--- src/rtl/br_pkg.sv ---
// Shared encodings for the branch decode unit.
// Assumes bit 0 is the least significant instruction bit.
package br_pkg;
    localparam logic [5:0] OP_EXT      = 6'h38;
    localparam logic [5:0] OP_EXT_LINK = 6'h39;
    localparam logic [5:0] OP_GROUP    = 6'h3A;
    localparam logic [10:0] VEXT_MID   = 11'b100_0000_0000;
    localparam logic [4:0] LINK_RET31  = 5'd31;
    localparam logic [4:0] LINK_RET2   = 5'd2;
    localparam int SHORT_HI_W = 5;
    localparam int LONG_HI_W  = 10;

    typedef enum logic [3:0] {
        BK_NONE, BK_EXT, BK_SHORT, BK_GATE, BK_LONG,
        BK_INDEXED, BK_VEC, BK_VEXT, BK_ILLEGAL
    } br_kind_e;

    typedef struct packed {
        br_kind_e   kind;
        logic [4:0] link;
        logic       nul;
    } br_dec_t;
endpackage

--- src/rtl/br_classify.sv ---
// Combinational classifier: maps an instruction word to a branch kind,
// a link register index and the nullify bit. Reserved patterns give BK_ILLEGAL.
module br_classify
    import br_pkg::*;
(
    input  logic [31:0] insn,
    output br_dec_t     dec
);
    logic [5:0]  major;
    logic [4:0]  fld_b;
    logic [4:0]  fld_x;
    logic [2:0]  sub;
    logic [10:0] mid;
    logic        plain_ok;

    assign major    = insn[31:26];
    assign fld_b    = insn[25:21];
    assign fld_x    = insn[20:16];
    assign sub      = insn[15:13];
    assign mid      = insn[12:2];
    assign plain_ok = (mid == '0) && !insn[0];

    // Decode major opcode and sub-opcode into a kind and link index
    always_comb begin
        dec.kind = BK_NONE;
        dec.link = '0;
        dec.nul  = insn[1];
        unique case (major)
            OP_EXT:      dec.kind = BK_EXT;
            OP_EXT_LINK: begin
                dec.kind = BK_EXT;
                dec.link = LINK_RET31;
            end
            OP_GROUP: begin
                unique case (sub)
                    3'b000, 3'b100: begin
                        dec.kind = BK_SHORT;
                        dec.link = fld_b;
                    end
                    3'b001: begin
                        dec.kind = BK_GATE;
                        dec.link = fld_b;
                    end
                    3'b101: begin
                        dec.kind = BK_LONG;
                        dec.link = LINK_RET2;
                    end
                    3'b010: begin
                        if (plain_ok) begin
                            dec.kind = BK_INDEXED;
                            dec.link = fld_b;
                        end else begin
                            dec.kind = BK_ILLEGAL;
                        end
                    end
                    3'b110: begin
                        if (mid == VEXT_MID && fld_x == '0) dec.kind = BK_VEXT;
                        else if (plain_ok)                   dec.kind = BK_VEC;
                        else                                 dec.kind = BK_ILLEGAL;
                    end
                    3'b111: begin
                        if (mid == VEXT_MID && fld_x == '0) begin
                            dec.kind = BK_VEXT;
                            dec.link = LINK_RET2;
                        end else begin
                            dec.kind = BK_ILLEGAL;
                        end
                    end
                    default: dec.kind = BK_ILLEGAL;
                endcase
            end
            default: dec.kind = BK_NONE;
        endcase
    end
endmodule

--- src/rtl/br_disp_gen.sv ---
// Rebuilds the short and long displacements from scattered fields.
// Slot 0 is the short form, slot 1 the long form; both are sign-extended
// from the word's bit 0 and scaled by 4. Assumes XLEN >= 26.
module br_disp_gen
    import br_pkg::*;
#(
    parameter int XLEN = 32
) (
    input  logic [9:0]            hi_field,
    input  logic [10:0]           mid_field,
    input  logic                  sign_bit,
    output logic [1:0][XLEN-1:0]  disp
);
    for (genvar g = 0; g < 2; g++) begin : g_form
        localparam int HW    = (g == 0) ? SHORT_HI_W : LONG_HI_W;
        localparam int RAW_W = HW + 12;
        localparam int EXT_W = XLEN - RAW_W - 2;
        logic [RAW_W-1:0] raw;
        // Concatenate sign, high field, bit 2, bits [12:3]
        assign raw = {sign_bit, hi_field[HW-1:0], mid_field[0], mid_field[10:1]};
        assign disp[g] = {{EXT_W{sign_bit}}, raw, 2'b00};
    end
endmodule

--- src/rtl/br_target_calc.sv ---
// Selects the target arithmetic for the decoded branch kind.
// Assumes register values arrive already read for the base and index fields.
module br_target_calc
    import br_pkg::*;
#(
    parameter int XLEN      = 32,
    parameter int LINK_OFF  = 8,
    parameter int IDX_SHIFT = 3
) (
    input  br_kind_e             kind,
    input  logic                 b_zero,
    input  logic                 x_zero,
    input  logic [XLEN-1:0]      cur_off,
    input  logic [XLEN-1:0]      base_val,
    input  logic [XLEN-1:0]      index_val,
    input  logic [1:0][XLEN-1:0] disp,
    output logic [XLEN-1:0]      target,
    output logic [XLEN-1:0]      next_off
);
    localparam logic [XLEN-1:0] OFF_STEP = XLEN'(LINK_OFF);
    logic [XLEN-1:0] scaled_idx;

    assign next_off   = cur_off + OFF_STEP;
    assign scaled_idx = index_val << IDX_SHIFT;

    // Per-kind target arithmetic
    always_comb begin
        unique case (kind)
            BK_EXT:           target = b_zero ? disp[0] : base_val + disp[0];
            BK_SHORT, BK_GATE: target = next_off + disp[0];
            BK_LONG:          target = next_off + disp[1];
            BK_INDEXED:       target = scaled_idx + next_off;
            BK_VEC:           target = x_zero ? base_val : base_val + scaled_idx;
            BK_VEXT:          target = base_val;
            default:          target = '0;
        endcase
    end
endmodule

--- src/rtl/br_decode_unit.sv ---
// Top of the branch decode unit: classifies the word, forms displacements,
// computes target and link, and registers everything one cycle after in_valid.
// Assumes base_val/index_val belong to fields [25:21]/[20:16] of insn.
module br_decode_unit
    import br_pkg::*;
#(
    parameter int XLEN      = 32,
    parameter int LINK_OFF  = 8,
    parameter int IDX_SHIFT = 3
) (
    input  logic            clk,
    input  logic            rst_n,
    input  logic            in_valid,
    input  logic [31:0]     insn,
    input  logic [XLEN-1:0] cur_off,
    input  logic [XLEN-1:0] base_val,
    input  logic [XLEN-1:0] index_val,
    output logic            out_strobe,
    output logic            br_valid,
    output logic            illegal,
    output logic [XLEN-1:0] target,
    output logic [4:0]      link_idx,
    output logic            link_en,
    output logic [XLEN-1:0] link_val,
    output logic            nullify
);
    br_dec_t              dec;
    logic [1:0][XLEN-1:0] disp;
    logic [XLEN-1:0]      tgt_c;
    logic [XLEN-1:0]      next_off;
    logic                 is_br;
    logic                 is_ill;
    logic                 do_link;

    br_classify u_cls (
        .insn (insn),
        .dec  (dec)
    );

    br_disp_gen #(.XLEN(XLEN)) u_disp (
        .hi_field  (insn[25:16]),
        .mid_field (insn[12:2]),
        .sign_bit  (insn[0]),
        .disp      (disp)
    );

    br_target_calc #(
        .XLEN(XLEN), .LINK_OFF(LINK_OFF), .IDX_SHIFT(IDX_SHIFT)
    ) u_tgt (
        .kind      (dec.kind),
        .b_zero    (insn[25:21] == 5'd0),
        .x_zero    (insn[20:16] == 5'd0),
        .cur_off   (cur_off),
        .base_val  (base_val),
        .index_val (index_val),
        .disp      (disp),
        .target    (tgt_c),
        .next_off  (next_off)
    );

    assign is_br   = in_valid && (dec.kind != BK_NONE) && (dec.kind != BK_ILLEGAL);
    assign is_ill  = in_valid && (dec.kind == BK_ILLEGAL);
    assign do_link = is_br && (dec.link != 5'd0);

    // Output register stage with synchronous active-low reset
    always_ff @(posedge clk) begin
        if (!rst_n) begin
            out_strobe <= 1'b0;
            br_valid   <= 1'b0;
            illegal    <= 1'b0;
            target     <= '0;
            link_idx   <= '0;
            link_en    <= 1'b0;
            link_val   <= '0;
            nullify    <= 1'b0;
        end else begin
            out_strobe <= in_valid;
            br_valid   <= is_br;
            illegal    <= is_ill;
            target     <= is_br ? tgt_c : '0;
            link_idx   <= do_link ? dec.link : 5'd0;
            link_en    <= do_link;
            link_val   <= do_link ? next_off : '0;
            nullify    <= is_br && dec.nul;
        end
    end
endmodule

--- config.mk ---
export PLATFORM = sky130hd
export DESIGN_NAME = br_decode_unit
export DESIGN_NICKNAME = d
export VERILOG_FILES = /design/src/rtl/br_pkg.sv /design/src/rtl/br_classify.sv /design/src/rtl/br_disp_gen.sv /design/src/rtl/br_target_calc.sv /design/src/rtl/br_decode_unit.sv
export SDC_FILE = /design/constraint.sdc
export NUM_CORES = 1
export LEC_CHECK = 0
export ABC_AREA = 1
export BUFFER_PORTS_ARGS = -buffer_cell sky130_fd_sc_hd__buf_2
export CAP_MARGIN = 40
export CORE_AREA = 2 2 147 149
export CTS_CLUSTER_DIAMETER = 100
export DETAILED_ROUTE_END_ITERATION = 10
export DIE_AREA = 0 0 149 151
export GPL_TIMING_DRIVEN = 0
export PLACE_DENSITY = 0.93
export SYNTH_ARGS = -nofsm -noshare
export SYNTH_HDL_FRONTEND = slang
export SYNTH_SLANG_ARGS = --single-unit
--- constraint.sdc ---
create_clock -name clk -period 3.55 [get_ports clk]
set_input_delay 0.1775 -clock clk [delete_from_list [all_inputs] [get_ports clk]]
set_output_delay 0.1775 -clock clk [all_outputs]
set_load 0.01 [all_outputs]
==> flow_summary.json, run 1 <==
{
  "cts_root_buffer": "clkbuf_16",
  "totalPowerFinal_w": 0.00355,
  "clk_path_buf_depth": 2,
  "max_cap_violations": 0,
  "core_area_um2": 20800,
  "finalCritPeriodShare_pct": 97.4,
  "hold_path_class": "in -> reg",
  "layout_commonest_cell": "nand2_1",
  "worst-path-max-fanout": 5,
  "synth_edf_count": 0,
  "die_y_um": 151,
  "slew_violations": 0,
  "hp-start": "insn[1]",
  "io_buffers": 201,
  "synth_area_um2": 12200,
  "final_area_um2": 14000,
  "tightest_slew_ns": 0.795,
  "hold_path_end": "nullify",
  "rows": 53,
  "detail-route-antenna-nets": 0,
  "routed_wl_mm": 52.2,
  "cp_data_required_time_ns": 3.79,
  "postPlaceCellArea_um2": 13500,
  "tritoncts": "yes",
  "arrival_ns": 3.69,
  "finalNonFillerCells": 2695,
  "finalHoldViolCount": 0,
  "critical_path.endpoint_type": "flip-flop",
  "first_pass_iters": 6,
  "final_util_pct": 67.4,
  "grt_overflow": 0,
  "relSlewSlack_pct": 46.5,
  "ys_ff_latch": 74,
  "ys_seq_area_share_pct": 12.2,
  "power_density_nw_per_um2": 253,
  "grt_pass1_vias": 13700,
  "status": "complete, no violations",
  "clk_pin_slew_ns": 0.06,
  "vias": 15800,
  "period_needed_ns": 3.46,
  "synthToLayoutAreaGrowth_pct": 15.4,
  "worstHoldPathCells": 3,
  "place_hpwl_mm": 42.9,
  "dieArea_um2": 22500,
  "syn_inst": 2198,
  "avgSynthCellArea_um2": 5.54,
  "start_util_pct": 58.4,
  "numCtsBuffers": 9,
  "synth_fp_nets": 2448,
  "track_usage_pct": 44.9,
  "fmax_mhz": 289,
  "placed_cells": 2674,
  "cts.sinks": 74,
  "routedWlPerCell_um": 19.4,
  "vias_per_cell": 5.86,
  "leakage_nw": 7.66,
  "grt_antenna_before_repair": 2,
  "htree_levels": 3,
  "ys_warn_count": 0,
  "n_fill_cell": 2009,
  "num_io_pins": 205,
  "vdd_ir_drop_max_uv": 218,
  "grt_max_degree": 25,
  "yosysUniqueCellTypes": 50,
  "gp_congestion": 1.08,
  "chipWidth_um": 149,
  "seq_area_um2": 1480,
  "final_nets": 2664,
  "setup_viol": 0,
  "crit_type": "in -> reg",
  "grt_pass1_wl_mm": 76.2,
  "drtIter0Drc": 1875,
  "synth_ff_type": "dfxtp_1",
  "drc": 0,
  "layout_common_cells": "nand2_1 (697), inv_1 (294), nor2_1 (247), buf_2 (205), nand3_1 (175)",
  "drive_above_1_share_pct": 15.3,
  "startpoint_type": "input port",
  "multiInputGateArea_um2": 9530,
  "synthArstFlopShare_pct": 0
}
worst max-delay path by stage:
stage	from	to	cells past startpoint
2_1_floorplan	cur_off[3]	target[30]	25
3_3_place_gp	insn[0]	target[24]	22
3_5_place_dp	cur_off[3]	target[30]	26
4_1_cts	cur_off[3]	target[17]	21
5_1_grt	cur_off[3]	target[29]	25
6_report	cur_off[3]	target[30]	26
layout make-up:
type | count | share of cell area (%)
plain buffers | 27 | 1.25
clock buffers | 10 | 1.63
flip-flops and latches | 74 | 10.6
clock inverters | 6 | 0.463
repair buffers | 205 | 7.42
diodes | 1 | 0.0178
inverters | 310 | 8.31
multi-input cells | 1787 | 67.9
well taps | 275 | 2.45
metrics by stage:
stage,hold WS [ns],setup WS (ns),TNS [ns]
6_report,0.0388,0.0930,0
4_1_cts,0.0392,0.0151,0
3_5_place_dp,0.412,-0.557,-4.08
5_1_grt,0.0557,-0.0773,-0.549
2_1_floorplan,0.244,0.541,0
3_3_place_gp,0.394,-0.441,-2.81
sequential cells by signal, indices dropped and copies added (netlist names):
register,flops
link_val,32
target,32
link_idx,5
br_valid,1
illegal,1
link_en,1
nullify,1
out_strobe,1
Yosys cell counts (5+ instances only):
cell      count  share of area, %
inv_2        14              0.43
buf_2         5              0.21
inv_1       295               9.1
xor2_1       33               2.4
nor3_1       33               1.4
ha_1        115                12
buf_6         7              0.65
nor4_1        6              0.31
o21ai_1       6              0.25
dfxtp_1      74                12
nand3_1     176               7.2
xnor2_1      21               1.5
o211ai_1     13              0.80
nor2_1      258               8.0
a21oi_1     159               6.5
a21o_1        6              0.37
o21bai_1     13              0.80
or2_2        25               1.3
o21ai_0      90               3.7
nand3b_1     11              0.68
nand2_1     699                22
nand4_1      30               1.5
nor2_2       33               1.7
nand2_2       7              0.36
clkbuf_1     11              0.34
worst max-delay path, stage by stage:
cell,delay (ns)
buf_2,0.14
ha_1,0.17
nand2_1,0.07
inv_2,0.08
nand2_1,0.12
nor2_4,0.18
inv_1,0.16
nor4_4,0.19
nand2_1,0.10
nor2_2,0.12
nand2_1,0.08
nor2_1,0.12
xor2_1,0.22
inv_2,0.11
ha_4,0.31
inv_1,0.08
nor3_2,0.26
nand2_1,0.15
nor4_1,0.19
nand2_1,0.19
nand2_1,0.11
nand2_1,0.05
nand3_1,0.08
nand2_1,0.09
nor2_1,0.10
a21oi_1,0.07
power breakdown:
group	total (W)	internal [W]	switching (W)
sequential	0.000832	0.000831	0.000000354
clock	0.000944	0.000546	0.000398
combinational	0.00178	0.000575	0.00120
total	0.00355	0.00195	0.00160
cells by family (layout without fill, tap and decap cells):
group	after synthesis	count (layout)	synth area share (%)
other cells	0	1	0
mux	1	1	0.0823
fa+ha+maj	119	119	12.5
compound gates	312	312	14.2
flops	74	74	12.2
simple gates	1301	1301	46.2
buf+inv	337	558	11.0
xor+xnor	54	54	3.89
repair_timing:
item | in CTS | in global routing
resized for setup | 4 | 39
pin swaps | 0 | 4
buffers inserted | 0 | 4
setup endpoints to repair | 2 | 19
hold buffers | 0 | 0
gates cloned | 0 | 0
layer usage:
layer | vias up | GRT usage [%] | share of wire, %
met5 | - | 0 | 0
met4 | 0 | 22.5 | 5.9
met3 | 195 | 13.2 | 13
met2 | 1065 | 64.8 | 40
met1 | 7012 | 60.7 | 41
li1 | 7525 | - | -
(Power assumes the default switching activity.)
==> run 2: changes to the inputs <==
--- a/config.mk
+++ b/config.mk
@@ -8,12 +8,14 @@
 export ABC_AREA = 1
 export BUFFER_PORTS_ARGS = -buffer_cell sky130_fd_sc_hd__buf_2
 export CAP_MARGIN = 40
-export CORE_AREA = 2 2 147 149
+export CELL_PAD_IN_SITES_DETAIL_PLACEMENT = 0
+export CELL_PAD_IN_SITES_GLOBAL_PLACEMENT = 2
+export CORE_AREA = 2 2 205 207
 export CTS_CLUSTER_DIAMETER = 100
 export DETAILED_ROUTE_END_ITERATION = 10
-export DIE_AREA = 0 0 149 151
+export DIE_AREA = 0 0 207 209
 export GPL_TIMING_DRIVEN = 0
-export PLACE_DENSITY = 0.93
+export PLACE_DENSITY = 0.94
 export SYNTH_ARGS = -nofsm -noshare
 export SYNTH_HDL_FRONTEND = slang
 export SYNTH_SLANG_ARGS = --single-unit
==> flow_summary.json, run 2 (synthesis results as in run 1) <==
{
  "placed_cells": 2938,
  "pre_cts_ws_ns": -0.755,
  "fmax_mhz": 297,
  "clk_pin_slew_ns": 0.06,
  "cts_root_buffer": "clkbuf_16",
  "first_pass_iters": 5,
  "grt_setup_unrepaired": "true",
  "rows": 75,
  "core_area_um2": 41300,
  "num_io_pins": 205,
  "layout_commonest_cell": "nand2_1",
  "grt_overflow": 0,
  "arrival_ns": 3.61,
  "start_util_pct": 29.5,
  "p_seq_share_pct": 23.4,
  "tightest_slew_ns": 0.954,
  "layout_common_cells": "nand2_1 (693), inv_1 (292), nor2_1 (239), buf_2 (204), nand3_1 (173)",
  "status": "complete, no violations",
  "place_hpwl_mm": 48.8,
  "detail-route-antenna-nets": 0,
  "clk_path_buf_depth": 2,
  "switching_share_pct": 45.7,
  "vias_per_cell": 5.04,
  "grt_antenna_before_repair": 0,
  "power_switching_w": 0.00162,
  "finalNonFillerCells": 2961,
  "cts.sinks": 74,
  "grt_pass1_wl_mm": 82.3,
  "chipWidth_um": 207,
  "setup_viol": 0,
  "io_buffers": 201,
  "track_usage_pct": 25.1,
  "critical_path.endpoint_type": "flip-flop",
  "numCtsBuffers": 9,
  "synthToLayoutAreaGrowth_pct": 19.5,
  "period_needed_ns": 3.37,
  "gp_congestion": 0.969,
  "drtIter0Drc": 1284,
  "final_nets": 2667,
  "dieArea_um2": 43300,
  "vdd_ir_drop_max_uv": 218,
  "relSlewSlack_pct": 35.8,
  "totalPowerFinal_w": 0.00355,
  "final_area_um2": 14500,
  "p_clk_share_pct": 26.4,
  "routedWlPerCell_um": 19.0,
  "leakage_nw": 7.71,
  "startpoint": "cur_off[3]",
  "setup_ws_ns": 0.181,
  "hp-start": "cur_off[3]",
  "diodes": 0,
  "grt_pass1_vias": 13700,
  "p_comb_share_pct": 50.2,
  "max_cap_violations": 0,
  "routed_wl_mm": 56.3,
  "die_y_um": 209,
  "crit_type": "in -> reg",
  "postPlaceCellArea_um2": 13800,
  "power_density_nw_per_um2": 244,
  "hold_path_class": "in -> reg",
  "htree_levels": 3,
  "tritoncts": "yes",
  "n_fill_cell": 4726,
  "finalCritPeriodShare_pct": 94.9,
  "slew_violations": 0,
  "drive_above_1_share_pct": 16.7,
  "finalHoldViolCount": 0,
  "worst-path-max-fanout": 5,
  "cp_data_required_time_ns": 3.79,
  "vias": 14900,
  "p_int_w": 0.00193,
  "startpoint_type": "input port",
  "grt_max_degree": 25,
  "drc": 0,
  "top_regs": "link_val: 32 flops, target: 32 flops, link_idx: 5 flops"
}
## run 2: metrics by stage
| stage | utilization, % | hold WS (ns) | TNS, ns |
|---|---|---|---|
| floorplan | - | 0.244 | 0 |
| global placement | 33.5 | 0.404 | -8.53 |
| detailed placement | 33.5 | 0.407 | -8.55 |
| CTS | 34.4 | 0.0116 | 0 |
| global route | 35.2 | 0.0181 | -0.0947 |
| finish | 35.2 | 0.0197 | 0 |
## run 2: power by group through the flow
stage | Combinational (W) | Sequential, W | Clock, W
floorplan | 0.00113 | 0.000851 | 0
global placement | 0.00169 | 0.000850 | 0
detailed placement | 0.00169 | 0.000850 | 0
CTS | 0.00171 | 0.000831 | 0.000963
global route | 0.00198 | 0.000831 | 0.000993
finish | 0.00178 | 0.000831 | 0.000939
## run 2: layout make-up
type                    instances  area (µm²)  share of cell area [%]
repair buffers                208        1070                    7.37
well taps                     539         674                    4.64
inverters                     310        1170                    8.02
clock inverters                 5        35.0                   0.241
multi-input cells            1787        9690                    66.6
plain buffers                  27         175                    1.20
clock buffers                  11         253                    1.74
flip-flops and latches         74        1480                    10.2
## run 2: worst paths after layout
check | endpoint | slack, ns | depth (start not counted)
setup / recovery | target[30] | 0.18 | 26
hold / removal | link_val[3] | 0.02 | 2
## run 2: timing repair
item / 4_1_cts / 5_1_grt
pin swaps: 1 / 21
buffers inserted: 1 / 6
gates cloned: 0 / 0
gates resized for setup: 11 / 76
setup endpoints to repair: 13 / 16
hold buffers: 0 / 0
## run 2: metal layers
layer | share of wire, % | GRT usage, %
met4 | 3.3 | 9.36
met2 | 44 | 39.2
met3 | 5.8 | 3.98
met1 | 47 | 34.7
met5 | 0 | 0
## run 2: worst max-delay path, stage by stage
cell,delay [ns]
buf_4,0.13
ha_4,0.14
nand2_1,0.06
inv_2,0.09
nand2_4,0.07
nor2_4,0.20
inv_4,0.08
nor4_4,0.32
nand2_1,0.10
nor2_2,0.13
nand2_1,0.09
nor2_2,0.16
xor2_2,0.19
inv_2,0.10
ha_4,0.29
inv_1,0.06
nor3_2,0.18
nand2_2,0.12
nor4_2,0.23
nand2_1,0.16
nand2_1,0.09
nand2_1,0.05
nand3_1,0.09
nand2_2,0.10
nor2_4,0.12
a21oi_1,0.06
